## config.mk

```make
export PLATFORM = sky130hd
export DESIGN_NAME = fpwm_timer
export DESIGN_NICKNAME = d
export VERILOG_FILES = /design/src/rtl/fpwm_pkg.sv /design/src/rtl/fpwm_prescaler.sv /design/src/rtl/fpwm_counter.sv /design/src/rtl/fpwm_cmp_chan.sv /design/src/rtl/fpwm_timer.sv
export SDC_FILE = /design/constraint.sdc
export NUM_CORES = 1
export LEC_CHECK = 0
export CAP_MARGIN = 20
export CORE_UTILIZATION = 50
export DETAILED_ROUTE_END_ITERATION = 8
export GPL_TIMING_DRIVEN = 0
export HOLD_SLACK_MARGIN = 0.1
export PLACE_DENSITY = 0.71
export SYNTH_ARGS = -nofsm -noshare
export SYNTH_HDL_FRONTEND = slang
export SYNTH_HIERARCHICAL = 1
export SYNTH_SLANG_ARGS = --single-unit
export TNS_END_PERCENT = 50
```

## constraint.sdc

```tcl
create_clock -name clk_i -period 3.9 [get_ports clk_i]
set_input_delay 0.975 -clock clk_i [delete_from_list [all_inputs] [get_ports clk_i]]
set_output_delay 0.975 -clock clk_i [all_outputs]
set_load 0.05 [all_outputs]
```

## src/rtl/fpwm_pkg.sv

```systemverilog
package fpwm_pkg;
  typedef enum logic [1:0] {
    COM_OFF    = 2'd0,
    COM_TOGGLE = 2'd1,
    COM_NONINV = 2'd2,
    COM_INV    = 2'd3
  } com_mode_e;

  localparam logic [2:0] WGM_TOP_A = 3'd7;
  localparam int unsigned NCH = 2;
endpackage

```

## src/rtl/fpwm_prescaler.sv

```systemverilog
module fpwm_prescaler #(
  parameter int unsigned PRE_W = 10
) (
  input  logic       clk_i,
  input  logic       rst_ni,
  input  logic [2:0] sel_i,
  output logic       tick_o
);
  logic [PRE_W-1:0] cnt_q;
  logic [PRE_W-1:0] lim;
  logic             run;

  // divide factor = 2**shift
  always_comb begin
    unique case (sel_i)
      3'd2:    lim = PRE_W'((1 << 3) - 1);
      3'd3:    lim = PRE_W'((1 << 5) - 1);
      3'd4:    lim = PRE_W'((1 << 6) - 1);
      3'd5:    lim = PRE_W'((1 << 7) - 1);
      3'd6:    lim = PRE_W'((1 << 8) - 1);
      3'd7:    lim = PRE_W'((1 << 10) - 1);
      default: lim = '0;
    endcase
  end

  assign run    = (sel_i != 3'd0);
  assign tick_o = run && (cnt_q >= lim);

  always_ff @(posedge clk_i or negedge rst_ni) begin
    if (!rst_ni)     cnt_q <= '0;
    else if (!run)   cnt_q <= '0;
    else if (tick_o) cnt_q <= '0;
    else             cnt_q <= cnt_q + PRE_W'(1);
  end
endmodule

```

## src/rtl/fpwm_counter.sv

```systemverilog
module fpwm_counter #(
  parameter int unsigned W = 8
) (
  input  logic         clk_i,
  input  logic         rst_ni,
  input  logic         tick_i,
  input  logic [W-1:0] top_i,
  output logic [W-1:0] cnt_o,
  output logic         wrap_o
);
  logic [W-1:0] cnt_q;

  assign cnt_o  = cnt_q;
  assign wrap_o = tick_i && (cnt_q == top_i);

  always_ff @(posedge clk_i or negedge rst_ni) begin
    if (!rst_ni)      cnt_q <= '0;
    else if (tick_i)  cnt_q <= wrap_o ? '0 : cnt_q + W'(1);
  end

  a_r1_step: assert property (@(posedge clk_i) disable iff (!rst_ni)
    (tick_i && !wrap_o) |=> cnt_o == $past(cnt_o) + W'(1));
  a_r1_wrap: assert property (@(posedge clk_i) disable iff (!rst_ni)
    wrap_o |=> cnt_o == '0);
  a_r2_hold: assert property (@(posedge clk_i) disable iff (!rst_ni)
    !tick_i |=> $stable(cnt_o));
endmodule

```

## src/rtl/fpwm_cmp_chan.sv

```systemverilog
module fpwm_cmp_chan
  import fpwm_pkg::*;
#(
  parameter int unsigned W         = 8,
  parameter bit          TOGGLE_OK = 1'b0
) (
  input  logic         clk_i,
  input  logic         rst_ni,
  input  logic         tick_i,
  input  logic         wrap_i,
  input  logic [W-1:0] cnt_i,
  input  logic         we_i,
  input  logic [W-1:0] wdata_i,
  input  logic [1:0]   com_i,
  input  logic         toggle_en_i,
  input  logic         clr_i,
  output logic [W-1:0] act_o,
  output logic         wave_o,
  output logic         flag_o
);
  logic [W-1:0] buf_q, act_q;
  logic         wave_q, flag_q, hit;
  com_mode_e    mode;

  assign mode   = com_mode_e'(com_i);
  assign hit    = tick_i && (cnt_i == act_q);
  assign act_o  = act_q;
  assign wave_o = wave_q;
  assign flag_o = flag_q;

  always_ff @(posedge clk_i or negedge rst_ni) begin
    if (!rst_ni) begin
      buf_q <= '0;
      act_q <= '0;
    end else begin
      if (we_i)   buf_q <= wdata_i;
      if (wrap_i) act_q <= buf_q;
    end
  end

  // wrap has priority over match in PWM modes
  always_ff @(posedge clk_i or negedge rst_ni) begin
    if (!rst_ni) wave_q <= 1'b0;
    else begin
      unique case (mode)
        COM_NONINV: begin
          if (wrap_i)   wave_q <= 1'b1;
          else if (hit) wave_q <= 1'b0;
        end
        COM_INV: begin
          if (wrap_i)   wave_q <= 1'b0;
          else if (hit) wave_q <= 1'b1;
        end
        COM_TOGGLE: begin
          if (TOGGLE_OK && toggle_en_i && hit) wave_q <= ~wave_q;
        end
        default: ;
      endcase
    end
  end

  always_ff @(posedge clk_i or negedge rst_ni) begin
    if (!rst_ni)    flag_q <= 1'b0;
    else if (hit)   flag_q <= 1'b1;
    else if (clr_i) flag_q <= 1'b0;
  end

  a_r10_match_sets: assert property (@(posedge clk_i) disable iff (!rst_ni)
    hit |=> flag_o);
  a_r11_match_sticky: assert property (@(posedge clk_i) disable iff (!rst_ni)
    (flag_o && !clr_i) |=> flag_o);
  a_r4_noninv_wrap: assert property (@(posedge clk_i) disable iff (!rst_ni)
    (wrap_i && mode == COM_NONINV) |=> wave_o);
  a_r5_inv_wrap: assert property (@(posedge clk_i) disable iff (!rst_ni)
    (wrap_i && mode == COM_INV) |=> !wave_o);
  a_r8_off_holds: assert property (@(posedge clk_i) disable iff (!rst_ni)
    (mode == COM_OFF) |=> wave_o == $past(wave_o));
endmodule

```

## src/rtl/fpwm_timer.sv

```systemverilog
module fpwm_timer
  import fpwm_pkg::*;
#(
  parameter int unsigned W     = 8,
  parameter int unsigned PRE_W = 10
) (
  input  logic         clk_i,
  input  logic         rst_ni,
  input  logic [2:0]   clk_sel_i,
  input  logic [2:0]   wgm_i,
  input  logic [1:0]   com_a_i,
  input  logic [1:0]   com_b_i,
  input  logic         ocr_a_we_i,
  input  logic         ocr_b_we_i,
  input  logic [W-1:0] ocr_wdata_i,
  input  logic         ovf_clr_i,
  input  logic         match_a_clr_i,
  input  logic         match_b_clr_i,
  output logic         wave_a_o,
  output logic         wave_b_o,
  output logic         ovf_o,
  output logic         match_a_o,
  output logic         match_b_o
);
  logic                    tick, wrap, ovf_q, top_from_a;
  logic [W-1:0]            cnt, top_val;
  logic [NCH-1:0]          we_v, clr_v, wave_v, flag_v;
  logic [NCH-1:0][1:0]     com_v;
  logic [NCH-1:0][W-1:0]   act_v;

  assign we_v       = {ocr_b_we_i, ocr_a_we_i};
  assign clr_v      = {match_b_clr_i, match_a_clr_i};
  assign com_v[0]   = com_a_i;
  assign com_v[1]   = com_b_i;
  assign top_from_a = (wgm_i == WGM_TOP_A);
  assign top_val    = top_from_a ? act_v[0] : '1;

  fpwm_prescaler #(.PRE_W(PRE_W)) u_pre (
    .clk_i  (clk_i),
    .rst_ni (rst_ni),
    .sel_i  (clk_sel_i),
    .tick_o (tick)
  );

  fpwm_counter #(.W(W)) u_cnt (
    .clk_i  (clk_i),
    .rst_ni (rst_ni),
    .tick_i (tick),
    .top_i  (top_val),
    .cnt_o  (cnt),
    .wrap_o (wrap)
  );

  for (genvar c = 0; c < NCH; c++) begin : g_ch
    fpwm_cmp_chan #(.W(W), .TOGGLE_OK(c == 0)) u_ch (
      .clk_i       (clk_i),
      .rst_ni      (rst_ni),
      .tick_i      (tick),
      .wrap_i      (wrap),
      .cnt_i       (cnt),
      .we_i        (we_v[c]),
      .wdata_i     (ocr_wdata_i),
      .com_i       (com_v[c]),
      .toggle_en_i (top_from_a),
      .clr_i       (clr_v[c]),
      .act_o       (act_v[c]),
      .wave_o      (wave_v[c]),
      .flag_o      (flag_v[c])
    );

    a_r9_active_loads_at_wrap: assert property (@(posedge clk_i) disable iff (!rst_ni)
      !wrap |=> $stable(act_v[c]));
  end

  always_ff @(posedge clk_i or negedge rst_ni) begin
    if (!rst_ni)        ovf_q <= 1'b0;
    else if (wrap)      ovf_q <= 1'b1;
    else if (ovf_clr_i) ovf_q <= 1'b0;
  end

  assign ovf_o     = ovf_q;
  assign wave_a_o  = wave_v[0];
  assign wave_b_o  = wave_v[1];
  assign match_a_o = flag_v[0];
  assign match_b_o = flag_v[1];

  a_r3_ovf_on_wrap: assert property (@(posedge clk_i) disable iff (!rst_ni)
    wrap |=> ovf_o);
  a_r11_ovf_sticky: assert property (@(posedge clk_i) disable iff (!rst_ni)
    (ovf_o && !ovf_clr_i) |=> ovf_o);
  a_r12_reset_quiet: assert property (@(posedge clk_i)
    !rst_ni |-> !(ovf_o || wave_a_o || wave_b_o || match_a_o || match_b_o));
endmodule

```

==> metrics.txt <==
status finished, final reports clean; period utilisation layout 93.3%; leakage power of the design 1.67 nW; number of port buffers 27; TritonCTS clock tree done; area growth from synthesis to final layout 17.3%; pin count of the biggest net entering global routing 30; CTS Root Cell sky130_fd_sc_hd__clkbuf_8; cell type of the slowest stage on the worst timing path sky130_fd_sc_hd__or3b_1; DRC violation count after routing 0; Clock Sink Count 55; fraction of registers with async set/reset 100%; combined area of the multi-input logic cells about 1600 µm²; die area 6500 µm²; Worst Max-Slew Pin Slew 0.608 ns; total net switching power 467 µW; worst rel slew slack 59.5%; number of DRC markers after the initial detailed-route iteration 91; clock-pin slew on the worst setup and hold paths 0.10 ns; combinational fraction of design power 25.5%; startpoint of the tightest hold check path ovf_o; core box area 5960 µm²; critical-path maximum fanout 17; number of synthesized register bits 55; overall power of the completed layout 1.41 mW; achievable clock frequency about 270 MHz; DP HPWL 4200 µm; ANT nets after route 0; CP Launch Point clk_sel_i[2]; DIE HEIGHT 80.6 µm; effective utilization at floorplan 51.9%; most instantiated flip-flop cell in the synthesis netlist sky130_fd_sc_hd__dfrtp_1; sequential standard cell area 1380 µm²; PD cells 389 nW/µm²; commonest cells after routing, fill and taps aside sky130_fd_sc_hd__dfrtp_1, sky130_fd_sc_hd__mux2_2, sky130_fd_sc_hd__clkdlybuf4s50_1; mean instance size in the synthesized netlist 11.7 µm²; time the final worst path needs with I/O delays and setup 3.64 ns; endpoint type of the worst setup path flop; portion of the post-synthesis area used by sequential elements 44.5%; most frequent standard cell in the layout excluding fill and tap cells sky130_fd_sc_hd__dfrtp_1; max-cap viol count 0; antenna cells 0; RSZ-0062 raised after global routing no; routed via count 2064; wire length of the first global-routing pass 9560 µm; Routability Congestion 0.772; final setup skew 0.00752 ns; synthesized instance count about 270; proportion of layout cells with a drive suffix above 1 26.5%; cells along the critical path dlygate4sd2_1 > or2_2 > buf_2 > ha_1 > nand2b_1 > a21oi_2 > o41ai_4 > buf_6 > o22a_4 > clkbuf_8 > and2_2 > buf_4 > nand2_1 > o22ai_1 > or3b_1; Total Wirelength 5560 µm; kind of cell adding the most delay to the critical path simple AND/OR/NAND/NOR gates; count of nets after finishing 338; final setup vio count 0; global route total overflow 0; # IOs 30; switching part of the total 33.2%; count of different cell masters after synthesis 49; Reg2Reg Launch Point u_pre/cnt_q[7]; clock buffer count from CTS 5; Post-Synthesis Net Count 302; number of flops mapped to enable cells by yosys 0; final sum of negative setup slack 0 ns; worst stage delay on the critical path 0.34 ns; Startpoint Class input pin; Hold Fails Final Rpt 0; WL per Instance 14.8 µm; via density per instance 5.47; power share of the clock group 22.3%; Post-Synthesis Cell Area 3090 µm²; row count 28; fill count 523; Initial DRT Pass Iterations 4; Setup Crit Path Kind input pin to flop; Pint 942 µW; overall global routing resource usage between 10% and 20%; later-pin clock latency in the skew report 0.30 ns; max-slew violation count 0; data arrival time of the worst path 3.83 ns; VDD IR-drop max 0.000243 V; Crit path required time between 4 and 5 ns; portion of total power attributed to sequential cells 52.2%; number of global-route vias before repair 2019; die width just over 80 µm; Max Root-Sink Buffers 2; number of H-tree levels 2; Synth Warn # 6; Hold Path Class flop to flop; number of buffers and inverters on the critical path 5; antenna violations before repair 0
## power by group through the flow
stage | Clock [mW] | Sequential [mW] | Combinational, mW
3_3_place_gp | 0 | 0.743 | 0.330
4_1_cts | 0.332 | 0.735 | 0.347
2_1_floorplan | 0 | 0.720 | 0.255
3_5_place_dp | 0 | 0.746 | 0.344
6_report | 0.315 | 0.735 | 0.359
5_1_grt | 0.349 | 0.748 | 0.399
## per-stage QoR
stage / area, µm² / setup WS [ns] / std cells / hold WS (ns) / utilization (%)
3_5_place_dp: 3470 / -1.02 / 368 / 0.480 / 58.3
5_1_grt: 3630 / 0.138 / 377 / 0.520 / 60.9
2_1_floorplan: 3090 / 0.0799 / 265 / 0.475 / -
6_report: 3630 / 0.260 / 377 / 0.495 / 60.9
3_3_place_gp: 3450 / -0.956 / 367 / 0.464 / 58.0
4_1_cts: 3580 / 0.0187 / 375 / 0.503 / 60.1
## cell families (layout without fill, tap and decap cells)
kind of cell	count (synthesis)	count (layout)	synth area share, %
adder cells (fa/ha/maj)	12	12	4.86
buffers and inverters	22	59	3.36
AO/OA/AOI/OAI	30	30	6.52
flip-flops	55	55	44.5
AND/OR/NAND/NOR	78	78	18.6
XOR/XNOR	35	35	10.2
multiplexers	33	33	12.0
## worst reg2reg max path: stages (launching register included)
cell	delay, ns
sky130_fd_sc_hd__dfrtp_1	0.44
sky130_fd_sc_hd__ha_1	0.33
sky130_fd_sc_hd__a211o_1	0.31
sky130_fd_sc_hd__a21oi_2	0.18
sky130_fd_sc_hd__o41ai_4	0.11
sky130_fd_sc_hd__buf_6	0.13
sky130_fd_sc_hd__o22a_4	0.20
sky130_fd_sc_hd__clkbuf_8	0.18
sky130_fd_sc_hd__and2_2	0.22
sky130_fd_sc_hd__buf_4	0.19
sky130_fd_sc_hd__nand2_1	0.08
sky130_fd_sc_hd__o22ai_1	0.07
sky130_fd_sc_hd__or3b_1	0.34
## per-layer routing
layer	track usage, %	vias up	wire length, µm
met5	0	-	0
met3	3.41	4	177
li1	-	1007	-
met2	30.9	33	2690
met1	26.8	1020	2650
met4	5.18	0	44
## sequential cells by signal (all words and copies together), names as in the netlist
register,flops
g_ch.u_ch/act_o,16
g_ch.u_ch/buf_q,16
u_pre/cnt_q,10
u_cnt/cnt_o,8
g_ch.u_ch/flag_o,2
g_ch.u_ch/wave_o,2
ovf_o,1
## cell type report
| type | instances | area share (%) |
|---|---|---|
| clock buffer | 5 | 1.90 |
| sequential | 55 | 38.0 |
| buffer | 9 | 2.07 |
| multi-input combinational | 188 | 45.2 |
| tap | 75 | 2.59 |
| inverter | 12 | 1.24 |
| timing repair buffer | 30 | 8.39 |
| clock inverter | 3 | 0.690 |
## cell usage after synthesis, types with 2 or more instances
cell                       instances  share of area [%]
sky130_fd_sc_hd__dfrtp_1          55                 45
sky130_fd_sc_hd__mux2_2           32                 12
sky130_fd_sc_hd__xnor2_1          17                4.8
sky130_fd_sc_hd__xor2_1           17                4.8
sky130_fd_sc_hd__ha_1             12                4.9
sky130_fd_sc_hd__inv_1            12                1.5
sky130_fd_sc_hd__a21oi_1          11                1.8
sky130_fd_sc_hd__nand2_1          11                1.3
sky130_fd_sc_hd__nand3_1           9                1.5
sky130_fd_sc_hd__nor2_1            9                1.1
sky130_fd_sc_hd__nor4_2            8                3.2
sky130_fd_sc_hd__or2_1             8                1.6
sky130_fd_sc_hd__o21ai_0           5               0.81
sky130_fd_sc_hd__buf_2             4               0.65
sky130_fd_sc_hd__nand4_1           4               0.81
sky130_fd_sc_hd__nand2b_1          3               0.61
sky130_fd_sc_hd__nand4_2           3                1.2
sky130_fd_sc_hd__o22ai_1           3               0.61
sky130_fd_sc_hd__a21o_1            2               0.49
sky130_fd_sc_hd__a311oi_1          2               0.57
sky130_fd_sc_hd__and2_0            2               0.40
sky130_fd_sc_hd__and3_1            2               0.40
sky130_fd_sc_hd__buf_6             2               0.73
sky130_fd_sc_hd__clkbuf_1          2               0.24
sky130_fd_sc_hd__nand3_2           2               0.65
sky130_fd_sc_hd__nor2_4            2               0.73
sky130_fd_sc_hd__nor4_1            2               0.40
sky130_fd_sc_hd__nor4_4            2                1.4
sky130_fd_sc_hd__o21a_1            2               0.49
## repair_timing
action,4_1_cts,5_1_grt
endpoints found under the hold margin,0,0
setup buffers,0,2
endpoints found under the setup margin,18,18
hold buffers,0,0
pin swaps,1,1
gates resized for setup,7,8
## path summary, 6_finish.rpt
kind | slack [ns] | cells past startpoint | to
worst max-delay path | 0.26 | 15 | g_ch[1].u_ch/wave_o
worst min-delay path | 0.49 | 1 | ovf_o
worst max register to register | 1.01 | 12 | g_ch[1].u_ch/wave_o
worst min register to register | 0.49 | 1 | ovf_o
max in group asynchronous | 2.66 | 2 | g_ch[0].u_ch/act_o[7]
min in group asynchronous | 0.67 | 1 | g_ch[1].u_ch/act_o[1]
Note: power is estimated with default switching activity, not from simulation.
